==> config.mk <==
export PLATFORM = sky130hd
export DESIGN_NAME = cpuirq_pending_reg
export DESIGN_NICKNAME = d
export VERILOG_FILES = /design/src/rtl/cpuirq_pkg.sv /design/src/rtl/cpuirq_access_decode.sv /design/src/rtl/cpuirq_pend_store.sv /design/src/rtl/cpuirq_level_merge.sv /design/src/rtl/cpuirq_pending_reg.sv
export SDC_FILE = /design/constraint.sdc
export NUM_CORES = 1
export LEC_CHECK = 0
export BUFFER_PORTS_ARGS = -buffer_cell sky130_fd_sc_hd__buf_2
export CAP_MARGIN = 15
export CORE_MARGIN = 1
export CORE_UTILIZATION = 43
export CTS_CLUSTER_SIZE = 28
export DETAILED_ROUTE_END_ITERATION = 6
export GPL_TIMING_DRIVEN = 1
export PLACE_DENSITY = 0.81
export SYNTH_ARGS = -nofsm -noshare
export SYNTH_HDL_FRONTEND = slang
export SYNTH_SLANG_ARGS = --single-unit
==> constraint.sdc <==
create_clock -name clk -period 1.5 [get_ports clk]
set_input_delay 0.3 -clock clk [delete_from_list [all_inputs] [get_ports clk]]
set_output_delay 0.3 -clock clk [all_outputs]
set_load 0.01 [all_outputs]
==> src/rtl/cpuirq_pkg.sv <==
package cpuirq_pkg;

   // Word offsets of the register port; the processor decodes these.
   typedef enum logic [1:0] {
      OFS_PEND = 2'd0,
      OFS_CLR  = 2'd1,
      OFS_SET  = 2'd2,
      OFS_RSVD = 2'd3
   } cpuirq_ofs_e;

   localparam int unsigned ADDR_W = 2;

   // Mask of the software field (upper half minus its lowest bit).
   function automatic logic [63:0] soft_mask(input int unsigned lvl_n);
      logic [63:0] m;
      m = '0;
      for (int unsigned i = lvl_n + 1; i < 2 * lvl_n; i++) m[i] = 1'b1;
      return m;
   endfunction

endpackage

==> src/rtl/cpuirq_access_decode.sv <==
module cpuirq_access_decode
   import cpuirq_pkg::*;
#(
   parameter int unsigned LVL_N = 16,
   localparam int unsigned DW = 2 * LVL_N
) (
   input  logic              acc_valid,
   input  logic              acc_write,
   input  logic [ADDR_W-1:0] acc_addr,
   input  logic [DW-1:0]     acc_wdata,
   input  logic [DW-1:0]     pend_view,
   output logic              clr_en,
   output logic              set_en,
   output logic [DW-1:0]     clr_bits,
   output logic [DW-1:0]     set_bits,
   output logic [DW-1:0]     acc_rdata
);

   localparam logic [63:0] SOFT64 = soft_mask(LVL_N);
   localparam logic [DW-1:0] SET_MASK = SOFT64[DW-1:0];
   localparam logic [DW-1:0] CLR_MASK = SET_MASK | (DW'(1) << (LVL_N - 1));

   cpuirq_ofs_e ofs;
   logic        rd_hit;

   always_comb begin
      ofs      = cpuirq_ofs_e'(acc_addr);
      clr_en   = acc_valid && acc_write && (ofs == OFS_CLR);
      set_en   = acc_valid && acc_write && (ofs == OFS_SET);
      rd_hit   = acc_valid && !acc_write && (ofs == OFS_PEND);
      clr_bits = acc_wdata & CLR_MASK;
      set_bits = acc_wdata & SET_MASK;
      acc_rdata = rd_hit ? pend_view : '0;
   end

endmodule

==> src/rtl/cpuirq_pend_store.sv <==
module cpuirq_pend_store #(
   parameter int unsigned LVL_N = 16,
   localparam int unsigned DW = 2 * LVL_N,
   localparam int unsigned SW = LVL_N - 1
) (
   input  logic             clk,
   input  logic             rst_n,
   input  logic             clr_en,
   input  logic             set_en,
   input  logic [DW-1:0]    clr_bits,
   input  logic [DW-1:0]    set_bits,
   input  logic [LVL_N-1:0] hard_lvl,
   input  logic             timer_req,
   input  logic             l15_req,
   output logic [SW-1:0]    soft_nxt,
   output logic             top_nxt,
   output logic             tmr_nxt,
   output logic [LVL_N-1:0] hard_nxt,
   output logic [DW-1:0]    pend_view
);

   logic [SW-1:0]    soft_q;
   logic             top_q;
   logic             tmr_q;
   logic             l15_seen_q;
   logic [LVL_N-1:0] hard_q;

   always_comb begin
      soft_nxt = soft_q;
      if (clr_en) soft_nxt = soft_nxt & ~clr_bits[DW-1:LVL_N+1];
      if (set_en) soft_nxt = soft_nxt | set_bits[DW-1:LVL_N+1];

      top_nxt = top_q;
      if (clr_en && clr_bits[LVL_N-1]) top_nxt = 1'b0;
      // A line edge wins over a clear in the same cycle.
      if (l15_req && !l15_seen_q) top_nxt = 1'b1;
      if (!l15_req && l15_seen_q) top_nxt = 1'b0;

      tmr_nxt  = timer_req;
      hard_nxt = {hard_lvl[LVL_N-1:1], 1'b0};
   end

   always_ff @(posedge clk) begin
      if (!rst_n) begin
         soft_q     <= '0;
         top_q      <= 1'b0;
         tmr_q      <= 1'b0;
         l15_seen_q <= 1'b0;
         hard_q     <= '0;
      end else begin
         soft_q     <= soft_nxt;
         top_q      <= top_nxt;
         tmr_q      <= tmr_nxt;
         l15_seen_q <= l15_req;
         hard_q     <= hard_nxt;
      end
   end

   always_comb begin
      pend_view = {soft_q, 1'b0, top_q, tmr_q, {(LVL_N-2){1'b0}}}
                | {{LVL_N{1'b0}}, hard_q};
   end

endmodule

==> src/rtl/cpuirq_level_merge.sv <==
module cpuirq_level_merge #(
   parameter int unsigned LVL_N = 16,
   localparam int unsigned SW = LVL_N - 1
) (
   input  logic             clk,
   input  logic             rst_n,
   input  logic [SW-1:0]    soft_nxt,
   input  logic             top_nxt,
   input  logic             tmr_nxt,
   input  logic [LVL_N-1:0] hard_nxt,
   input  logic             master_dis,
   output logic [LVL_N-1:0] lvl_out
);

   logic [LVL_N-1:1] lvl_d;
   logic [LVL_N-1:1] lvl_q;
   logic             bypass_ok;

   assign bypass_ok = !master_dis;

   for (genvar lv = 1; lv < LVL_N; lv++) begin : g_lvl
      if (lv == LVL_N - 1) begin : g_top
         assign lvl_d[lv] = soft_nxt[lv-1] | hard_nxt[lv] | (top_nxt & bypass_ok);
      end else if (lv == LVL_N - 2) begin : g_tmr
         assign lvl_d[lv] = soft_nxt[lv-1] | hard_nxt[lv] | (tmr_nxt & bypass_ok);
      end else begin : g_plain
         assign lvl_d[lv] = soft_nxt[lv-1] | hard_nxt[lv];
      end
   end

   always_ff @(posedge clk) begin
      if (!rst_n) lvl_q <= '0;
      else        lvl_q <= lvl_d;
   end

   assign lvl_out = {lvl_q, 1'b0};

endmodule

==> src/rtl/cpuirq_pending_reg.sv <==
module cpuirq_pending_reg
   import cpuirq_pkg::*;
#(
   parameter int unsigned LVL_N = 16,
   localparam int unsigned DW = 2 * LVL_N,
   localparam int unsigned SW = LVL_N - 1
) (
   input  logic              clk,
   input  logic              rst_n,
   input  logic              acc_valid,
   input  logic              acc_write,
   input  logic [ADDR_W-1:0] acc_addr,
   input  logic [DW-1:0]     acc_wdata,
   output logic [DW-1:0]     acc_rdata,
   input  logic [LVL_N-1:0]  hard_lvl,
   input  logic              timer_req,
   input  logic              l15_req,
   input  logic              master_dis,
   output logic [LVL_N-1:0]  lvl_out
);

   if (LVL_N < 4 || LVL_N > 32) begin : g_bad_lvl_n
      $error("cpuirq_pending_reg: LVL_N must lie in 4..32");
   end

   logic          clr_en, set_en;
   logic [DW-1:0] clr_bits, set_bits, pend_view;
   logic [SW-1:0] soft_nxt;
   logic          top_nxt, tmr_nxt;
   logic [LVL_N-1:0] hard_nxt;

   cpuirq_access_decode #(.LVL_N(LVL_N)) u_dec (
      .acc_valid (acc_valid),
      .acc_write (acc_write),
      .acc_addr  (acc_addr),
      .acc_wdata (acc_wdata),
      .pend_view (pend_view),
      .clr_en    (clr_en),
      .set_en    (set_en),
      .clr_bits  (clr_bits),
      .set_bits  (set_bits),
      .acc_rdata (acc_rdata)
   );

   cpuirq_pend_store #(.LVL_N(LVL_N)) u_store (
      .clk       (clk),
      .rst_n     (rst_n),
      .clr_en    (clr_en),
      .set_en    (set_en),
      .clr_bits  (clr_bits),
      .set_bits  (set_bits),
      .hard_lvl  (hard_lvl),
      .timer_req (timer_req),
      .l15_req   (l15_req),
      .soft_nxt  (soft_nxt),
      .top_nxt   (top_nxt),
      .tmr_nxt   (tmr_nxt),
      .hard_nxt  (hard_nxt),
      .pend_view (pend_view)
   );

   cpuirq_level_merge #(.LVL_N(LVL_N)) u_merge (
      .clk        (clk),
      .rst_n      (rst_n),
      .soft_nxt   (soft_nxt),
      .top_nxt    (top_nxt),
      .tmr_nxt    (tmr_nxt),
      .hard_nxt   (hard_nxt),
      .master_dis (master_dis),
      .lvl_out    (lvl_out)
   );

endmodule

==> results of run 1 <==
## state kept, by name, summed over array words and instances (netlist names)
signal and flops:
u_merge.lvl_q 15, u_store.hard_q 15, u_store.tmr_q 1, u_store.top_q 1, u_store.l15_seen_q 1, u_store.soft_q 15
## what timing repair did
action / 4_1_cts / 5_1_grt
setup buffers: 3 / 1
gates resized for setup: 45 / 23
endpoints found under the setup margin: 29 / 29
pin swaps: 22 / 6
gates cloned: 2 / 0
## logic make-up after synthesis
| group | synth area share, % |
|---|---|
| flip-flops | 52.3 |
| buffers and inverters | 6.06 |
| AO/OA/AOI/OAI | 15.7 |
| AND/OR/NAND/NOR | 25.7 |
| other | 0.204 |
## worst paths after layout
kind / startpoint / end / slack, ps / cells after the start
worst min register to register: u_store.soft_q[13]$_SDFF_PN0_ / u_store.soft_q[13]$_SDFF_PN0_ / 540 / 2
worst max-delay path: acc_addr[1] / acc_rdata[28] / -70 / 6
worst max register to register: u_store.top_q$_SDFF_PN0_ / u_merge.lvl_q[15]$_SDFF_PN0_ / 610 / 3
worst min-delay path: hard_lvl[14] / u_store.hard_q[14]$_SDFF_PN0_ / 220 / 2
## where the power goes
group	total, µW	switching [µW]	internal [µW]
clock	699	382	317
combinational	270	123	146
sequential	1350	19.3	1330
total	2320	525	1800
## per-layer routing
layer	up-vias	global-route usage, %	wire length (µm)
met5	-	0	0
met4	0	6.38	27
met3	2	4.05	210
met2	51	34.6	2260
met1	727	22.8	1700
li1	778	-	-
## area by class of cell
type                    instances  area, µm²  share of cell area [%]
clock inverters                 1       5.00                   0.184
repair buffers                 96        757                    27.8
well taps                      50       62.6                    2.30
flip-flops and latches         48        961                    35.3
clock buffers                   6       72.6                    2.67
multi-input cells             120        852                    31.3
inverters                       3       11.3                   0.414
## Yosys cell counts (2+ instances only)
| cell | number |
|---|---|
| a22oi_1 | 2 |
| inv_1 | 3 |
| nand2_1 | 16 |
| dfxtp_1 | 48 |
| a21oi_1 | 2 |
| buf_4 | 3 |
| clkbuf_1 | 8 |
| o21a_1 | 15 |
| and2_1 | 57 |
| and4b_1 | 2 |
| nor2_1 | 4 |
| buf_6 | 2 |
| a22o_1 | 13 |
## per-stage QoR
step | cell area (µm²) | total power, µW | hold slack (ps) | utilization [%]
2_1_floorplan | 1840 | 1500 | 422 | -
3_3_place_gp | 2300 | 1610 | 493 | 56.8
3_5_place_dp | 2300 | 1620 | 518 | 56.8
4_1_cts | 2620 | 2330 | 216 | 64.5
5_1_grt | 2720 | 2440 | 212 | 67.1
6_report | 2720 | 2320 | 223 | 67.1
==> run metrics, run 1 <==
clk sinks 48; Site Rows 23; H-tree levels 2; cell total after placement 311; part of the cycle the worst path needs 104%; clk_skew 3.80 ps; Via density 4.81; Synth Cell Area 1840 µm²; synth warn 0; cts hold-fix bufs 0; register area share after synthesis 52.3%; die area 4540 µm²; Critical Path AT 1270 ps; I/O Pins 105; Gate Count Post-Synth 184; Fillers 330; maximum clock insertion buffer count 2; WP buf/inv 4; Final HPWL DP 2820 µm; effective utilization at floorplan 45.3%; Most used DFF post-synth dfxtp_1; DR WL/cell 13.0 µm; startpoint types input pin; Die Width 67.4 µm; Synth area leaders dfxtp_1, and2_1, a22o_1; outcome finished, violations left; initial antenna violation count 0; share of layout cells above drive strength 1 47.8%; leakage power total 0.00130 µW; crit path capture type primary output; Max stage delay cell, worst path nor4b_4; GRT Total Usage 19.4%; slowest stage delay, CP 310 ps; most frequent CP cell buf_6; f_max 638 MHz; Critical Path RT 1200 ps; nets 331; I/O Buffers 84; Post-Syn Area per Cell 9.98 µm²; family with the most delay on the worst path buffers and inverters; Routed Antenna Nets 0; first-pass GRT wire length 6400 µm; async set or reset register ratio after synthesis 0%; failing checks setup timing; Synth area leader dfxtp_1; setup tns final -1150 ps; worst slack, placed -93.0 ps; clock-pin slew on the worst setup and hold paths 80 ps; diode count 0; core footprint 4060 µm²; vias in the first global route 1381; # Max-Cap Violations 0; TritonCTS buffer count 5; total gr overflow 0; most common cell after layout, fill and taps aside buf_2; CTS root buf clkbuf_8; vias 1558; Yosys top cell area share 52.3%; unrepaired setup endpoints after global routing yes; final setup fails 29; largest net degree at the start of global routing 31; Final Non-Filler Cells 324; Final WS setup -66.6 ps; clock latency on the worst-skew pair 280 ps; highest net fanout along the worst path 7; Post-synth EDFFs 0; library cells used by synthesis 22; drt first-iter violations 86; Hold WC Path Type input pin to flop; Setup CP Type input pin to primary output; Pins Over Slew Limit 0; RePlAce Congestion 0.743; most frequent cells in the layout buf_2, dfxtp_1, and2_1, buf_6, and2_4; peak supply drop 575 µV; drt drc 0; die height 67.4 µm; Synth Register Bits 48; PwrDens 854 nW/µm²; drt pass-1 iters 4; min Tclk post-route 1570 ps; P&R area growth vs syn 48.2%; CTS tree built; final hold violations 0; DRT Wirelength 4200 µm; Cell Chain, Critical Path buf_8 > nor4b_4 > buf_4 > buf_6 > and2_4 > buf_6
(Power assumes the default switching activity.)
==> run 2, diff against run 1 <==
Settings changed: CELL_PAD_IN_SITES_DETAIL_PLACEMENT from default to 1, CELL_PAD_IN_SITES_GLOBAL_PLACEMENT from default to 1, CORE_UTILIZATION 43 to 31.
==> run 2 against run 1 <==
  * The flow still finishes with violations (setup timing)
  * Utilization decreased by 19 points
  * Non-clock buffer count decreased by 1
  * Die area increased by 37%
  * Clock skew increased by 1.1 ps
  * Critical path type unchanged
  * Largest cell class unchanged
==> run metrics, run 2 (synthesis results as in run 1) <==
setup tns final -1710 ps (was -1150 ps); P&R area growth vs syn 47.3% (was 48.2%); core footprint 5610 µm² (was 4060 µm²); Setup CP Type input pin to primary output (unchanged); Routed Antenna Nets 0 (unchanged); diode count 0 (unchanged); DR WL/cell 14.6 µm (was 13.0 µm); I/O Pins 105 (unchanged); initial antenna violation count 0 (unchanged); peak supply drop 383 µV (was 575 µV); Reg2Reg Depth 3 (unchanged); worst hold margin 212 ps (was 223 ps); RePlAce Congestion 0.685 (was 0.743); Min-Delay Startpoint timer_req (was hard_lvl[14]); CTS tree built (unchanged); drt pass-1 iters 4 (unchanged); clock latency on the worst-skew pair 300 ps (was 280 ps); Critical Path RT 1200 ps (about the same); Hold Path End u_store.tmr_q$_SDFF_PN0_ (was u_store.hard_q[14]$_SDFF_PN0_); Fillers 663 (was 330); leakage power total 0.00128 µW (was 0.00130 µW); vias in the first global route 1548 (was 1381); most common cell after layout, fill and taps aside buf_2 (unchanged); Largest regs u_merge.lvl_q x15, u_store.hard_q x15, u_store.soft_q x15 (unchanged); GRT Total Usage 16.0% (was 19.4%); most frequent cells in the layout buf_2, dfxtp_1, and2_1, buf_6, and2_4 (unchanged); clk_skew 4.86 ps (was 3.80 ps); cts hold-fix bufs 0 (unchanged); first-pass GRT wire length 7550 µm (was 6400 µm); drt first-iter violations 41 (was 86); Final HPWL DP 3360 µm (was 2820 µm); die area 6240 µm² (was 4540 µm²); nets 330 (was 331); die height 79.0 µm (was 67.4 µm); failing checks setup timing (unchanged); Via density 4.63 (was 4.81); drt drc 0 (unchanged); reg-to-reg setup timing slack 600 ps (was 610 ps); vias 1603 (was 1558); Final WS setup -88.4 ps (was -66.6 ps); crit path capture type primary output (unchanged); effective utilization at floorplan 32.8% (was 45.3%); highest net fanout along the worst path 4 (was 7); TritonCTS buffer count 5 (unchanged); worst r2r src u_store.top_q$_SDFF_PN0_ (unchanged); clk sinks 48 (unchanged); Hold WC Path Type input pin to flop (unchanged); part of the cycle the worst path needs 106% (was 104%); unrepaired setup endpoints after global routing yes (unchanged); final hold violations 0 (unchanged); Cell Chain, Critical Path buf_8 > nor4b_4 > buf_6 > buf_4 > and2_1 > buf_2 (was buf_8 > nor4b_4 > buf_4 > buf_6 > and2_4 > buf_6); outcome finished, violations left (unchanged); maximum clock insertion buffer count 2 (unchanged); clock-pin slew on the worst setup and hold paths 90 ps (was 80 ps); Worst Hold Depth 2 (unchanged); slowest stage delay, CP 310 ps (about the same); startpoint types input pin (unchanged); Pins Over Slew Limit 0 (unchanged); H-tree levels 2 (unchanged); min Tclk post-route 1590 ps (was 1570 ps); Site Rows 27 (was 23); DRT Wirelength 5070 µm (was 4200 µm); I/O Buffers 84 (unchanged); Max stage delay cell, worst path nor4b_4 (unchanged); total gr overflow 0 (unchanged); Die Width 79.0 µm (was 67.4 µm); CTS root buf clkbuf_8 (unchanged); share of layout cells above drive strength 1 45.3% (was 47.8%); largest net degree at the start of global routing 31 (unchanged); Critical Path AT 1290 ps (was 1270 ps); r2r endpoint u_merge.lvl_q[15]$_SDFF_PN0_ (unchanged); PwrDens 894 nW/µm² (was 854 nW/µm²); # Max-Cap Violations 0 (unchanged); f_max 630 MHz (was 638 MHz); final setup fails 30 (was 29)
## run 2: changes by cell type in the layout (fill, tap and decap cells not counted), moves of 3 or more
cell / previous run / this run
buf_2: 56 / 63
buf_4: 5 / 2
buf_6: 29 / 24
and2_1: 31 / 38
and2_4: 26 / 19
## run 2: layout make-up
cell class | count | area [µm²] | area share [%]
inverter | 3 | 11.3 | 0.416
sequential | 48 | 961 | 35.5
timing repair buffer | 95 | 716 | 26.4
clock inverter | 1 | 7.51 | 0.277
multi-input combinational | 120 | 835 | 30.8
tap | 72 | 90.1 | 3.33
clock buffer | 7 | 86.3 | 3.19
## run 2: how the worst max path moves through the flow
stage           startpoint            end  slack, ps  cells past startpoint
3_3_place_gp   acc_addr[0]  acc_rdata[27]        -60                      5
4_1_cts          acc_write   acc_rdata[1]        -70                      6
3_5_place_dp   acc_addr[0]  acc_rdata[27]        -90                      5
6_report       acc_addr[1]   acc_rdata[2]        -90                      6
5_1_grt        acc_addr[1]  acc_rdata[14]       -130                      6
2_1_floorplan  acc_addr[0]  acc_rdata[23]         60                      3
## run 2: routing by layer
metal,vias up,share of wire (%),global-route usage (%)
li1,772,-,-
met1,770,40,17.4
met2,55,53,29.5
met3,6,5.6,4.60
met4,0,1.0,4.91
met5,-,0,0
## run 2: timing repair
action / CTS / global route
gates cloned: 2 / 2
hold endpoints to repair: 0 / 0
endpoints found under the setup margin: 30 / 30
resized for setup: 13 / 42
setup buffers: 1 / 1
pin swaps: 6 / 14
## run 2: power breakdown
part | switching (µW) | total (µW) | internal, µW
registers | 18.7 | 1350 | 1330
logic | 128 | 270 | 142
clock network | 422 | 797 | 375
## run 2: stage by stage
step                      instances  area (µm²)  setup WS, ps  util (%)  power, µW
after floorplan                 186        1840          63.2         -       1500
after global placement          332        2340         -55.7      41.7       1610
after detailed placement        332        2340         -86.0      41.7       1630
after CTS                       343        2490         -69.0      44.4       2450
after global routing            346        2710          -132      48.3       2550
final                           346        2710         -88.4      48.3       2420
## run 2: critical path: cells and delay by family
kind | cells | cell delay [ps]
simple gates | 2 | 440
buf+inv | 4 | 540
==> run 3, diff against run 2 <==
Settings changed: ABC_AREA from default to 1, CORE_UTILIZATION 31 to 29, PLACE_DENSITY 0.81 to 0.8.
==> run 3 against run 2 <==
  * Combinational power barely moved
  * Clock-buffer cell count decreased by 1
  * Register-to-register slack improved by 20 ps
  * The flow now finishes without violations
  * Largest power group unchanged
==> run metrics, run 3 <==
most frequent cells in the layout buf_2, inv_1, nand2_1, dfxtp_1, nor2_1 (was buf_2, dfxtp_1, and2_1, buf_6, and2_4); maximum clock insertion buffer count 2 (unchanged); Routed Antenna Nets 0 (unchanged); Synth Cell Area 1910 µm² (was 1840 µm²); Cell Chain, Critical Path buf_2 > nor2_1 > nand3_1 > buf_4 > nor2_1 > buf_2 (was buf_8 > nor4b_4 > buf_6 > buf_4 > and2_1 > buf_2); Site Rows 29 (was 27); first-pass GRT wire length 8420 µm (was 7550 µm); family with the most delay on the worst path buffers and inverters (unchanged); H-tree levels 2 (unchanged); die area 6930 µm² (was 6240 µm²); highest net fanout along the worst path 17 (was 4); post-CTS setup buffer count 0 (was 1); Resized Gates After CTS 0 (was 13); I/O Buffers 84 (unchanged); slowest stage delay, CP 210 ps (was 310 ps); setup tns final 0 ps (was -1710 ps); PnR Total Power 2450 µW (was 2420 µW); unrepaired setup endpoints after global routing no (was yes); synth warn 0 (unchanged); largest net degree at the start of global routing 29 (was 31); Synth Register Bits 48 (unchanged); die height 83.2 µm (was 79.0 µm); register area share after synthesis 50.2% (was 52.3%); part of the cycle the worst path needs 93.9% (was 106%); Setup CP Type input pin to primary output (unchanged); Max stage delay cell, worst path buf_4 (was nor4b_4); core footprint 6350 µm² (was 5610 µm²); total gr overflow 0 (unchanged); Yosys top cell area share 50.2% (was 52.3%); Largest regs u_merge.lvl_q x15, u_store.hard_q x15, u_store.soft_q x15 (unchanged); vias 1873 (was 1603); final setup fails 0 (was 30); RePlAce Congestion 0.725 (was 0.685); library cells used by synthesis 19 (was 22); share of layout cells above drive strength 1 30.6% (was 45.3%); DRT Wirelength 5120 µm (was 5070 µm); CTS tree built (unchanged); P&R area growth vs syn 31.6% (was 47.3%); initial antenna violation count 0 (unchanged); I/O Pins 105 (unchanged); TritonCTS buffer count 5 (unchanged); outcome completed (was finished, violations left); clock latency on the worst-skew pair 300 ps (about the same); nets 412 (was 330); drt drc 0 (unchanged); Hold WC Path Type input pin to flop (unchanged); Post-synth EDFFs 0 (unchanged); Final HPWL DP 3890 µm (was 3360 µm); f_max 710 MHz (was 630 MHz); CTS root buf clkbuf_8 (unchanged); Most used DFF post-synth dfxtp_1 (unchanged); Die Width 83.2 µm (was 79.0 µm); PwrDens 971 nW/µm² (was 894 nW/µm²); clk sinks 48 (unchanged); Synth area leader dfxtp_1 (unchanged); cts hold-fix bufs 0 (unchanged); min Tclk post-route 1410 ps (was 1590 ps); Gate Count Post-Synth 267 (was 184); drt pass-1 iters 4 (unchanged); DR WL/cell 11.8 µm (was 14.6 µm); peak supply drop 340 µV (was 383 µV); Synth area leaders dfxtp_1, inv_1, nand2_1 (was dfxtp_1, and2_1, a22o_1); effective utilization at floorplan 30.1% (was 32.8%); WP buf/inv 3 (was 4); Fillers 850 (was 663); synth cell count leaders inv_1, nand2_1, dfxtp_1 (was and2_1, dfxtp_1, nand2_1); drt first-iter violations 20 (was 41); most frequent cell after synthesis inv_1 (was and2_1); async set or reset register ratio after synthesis 0% (unchanged); most common cell after layout, fill and taps aside buf_2 (unchanged); leakage power total 0.00134 µW (was 0.00128 µW); Post-Syn Area per Cell 7.17 µm² (was 9.98 µm²); clock-pin slew on the worst setup and hold paths 90 ps (about the same); Pins Over Slew Limit 0 (unchanged); clk_skew 2.91 ps (was 4.86 ps); diode count 0 (unchanged); vias in the first global route 1792 (was 1548); Critical Path RT 1200 ps (about the same); Via density 4.33 (was 4.63); crit path capture type primary output (unchanged); # Max-Cap Violations 0 (unchanged); startpoint types input pin (unchanged); Critical Path AT 1110 ps (was 1290 ps); final hold violations 0 (unchanged); GRT Total Usage 15.5% (was 16.0%)
-- run 3: changes by cell type in the layout (fill, tap and decap cells not counted), moves of 15 or more --
cell,previous run,this run
and2_1,38,0
and2_4,19,0
buf_2,63,84
buf_6,24,0
inv_1,3,63
nand2_1,16,50
nand3_1,0,20
nor2_1,4,33
o21a_1,15,0
-- run 3: per-stage QoR --
step / hold WS (ps) / worst slack [ps] / area (µm²) / cells / utilization, %
after global placement: 472 / 95.1 / 2420 / 425 / 38.1
after global routing: 178 / 38.1 / 2520 / 433 / 39.7
after floorplan: 393 / 371 / 1920 / 269 / -
after detailed placement: 480 / 89.0 / 2420 / 425 / 38.1
after CTS: 178 / 86.6 / 2520 / 433 / 39.7
final: 190 / 91.3 / 2520 / 433 / 39.7
-- run 3: cell families after synthesis --
group,synth area share [%]
buffers and inverters,16.7
AO/OA/AOI/OAI,8.82
flip-flops,50.2
other,0.196
AND/OR/NAND/NOR,24.1
-- run 3: worst paths after layout --
kind                           startpoint                           end  slack (ps)  cells past startpoint
min reg2reg  u_store.soft_q[4]$_SDFF_PN0_  u_store.soft_q[4]$_SDFF_PN0_         490                      2
max                           acc_addr[1]                 acc_rdata[22]          90                      6
min                           hard_lvl[5]  u_store.hard_q[5]$_SDFF_PN0_         190                      3
max reg2reg      u_store.top_q$_SDFF_PN0_  u_merge.lvl_q[15]$_SDFF_PN0_         620                      5
-- run 3: area by class of cell --
cell class                      count  area (µm²)  area share, %
Clock buffer                        6        82.6           3.28
Clock inverter                      2        15.0          0.596
Inverter                           65         244           9.68
Multi-Input combinational cell    143         641           25.4
Sequential cell                    48         961           38.1
Tap cell                           77        96.3           3.82
Timing Repair Buffer               92         480           19.1
-- run 3: power breakdown --
| group | leakage, µW | switching, µW | internal, µW |
|---|---|---|---|
| clock network | 0.0000434 | 451 | 374 |
| registers | 0.000397 | 17.3 | 1330 |
| logic | 0.000904 | 160 | 110 |
| total | 0.00134 | 628 | 1820 |
-- run 3: layer usage --
layer / up-vias / wire [µm] / track usage (%)
li1: 963 / - / -
met1: 863 / 2270 / 17.9
met2: 45 / 2570 / 27.3
met3: 2 / 242 / 4.27
met4: 0 / 36 / 5.17
met5: - / 0 / 0
-- run 3: worst reg2reg max path, stage by stage, from the launching register on --
cell and delay (ps):
dfxtp_1 340, a21boi_0 200, nand2_1 90, nand2_1 60, nand3_1 70, nand3_1 70
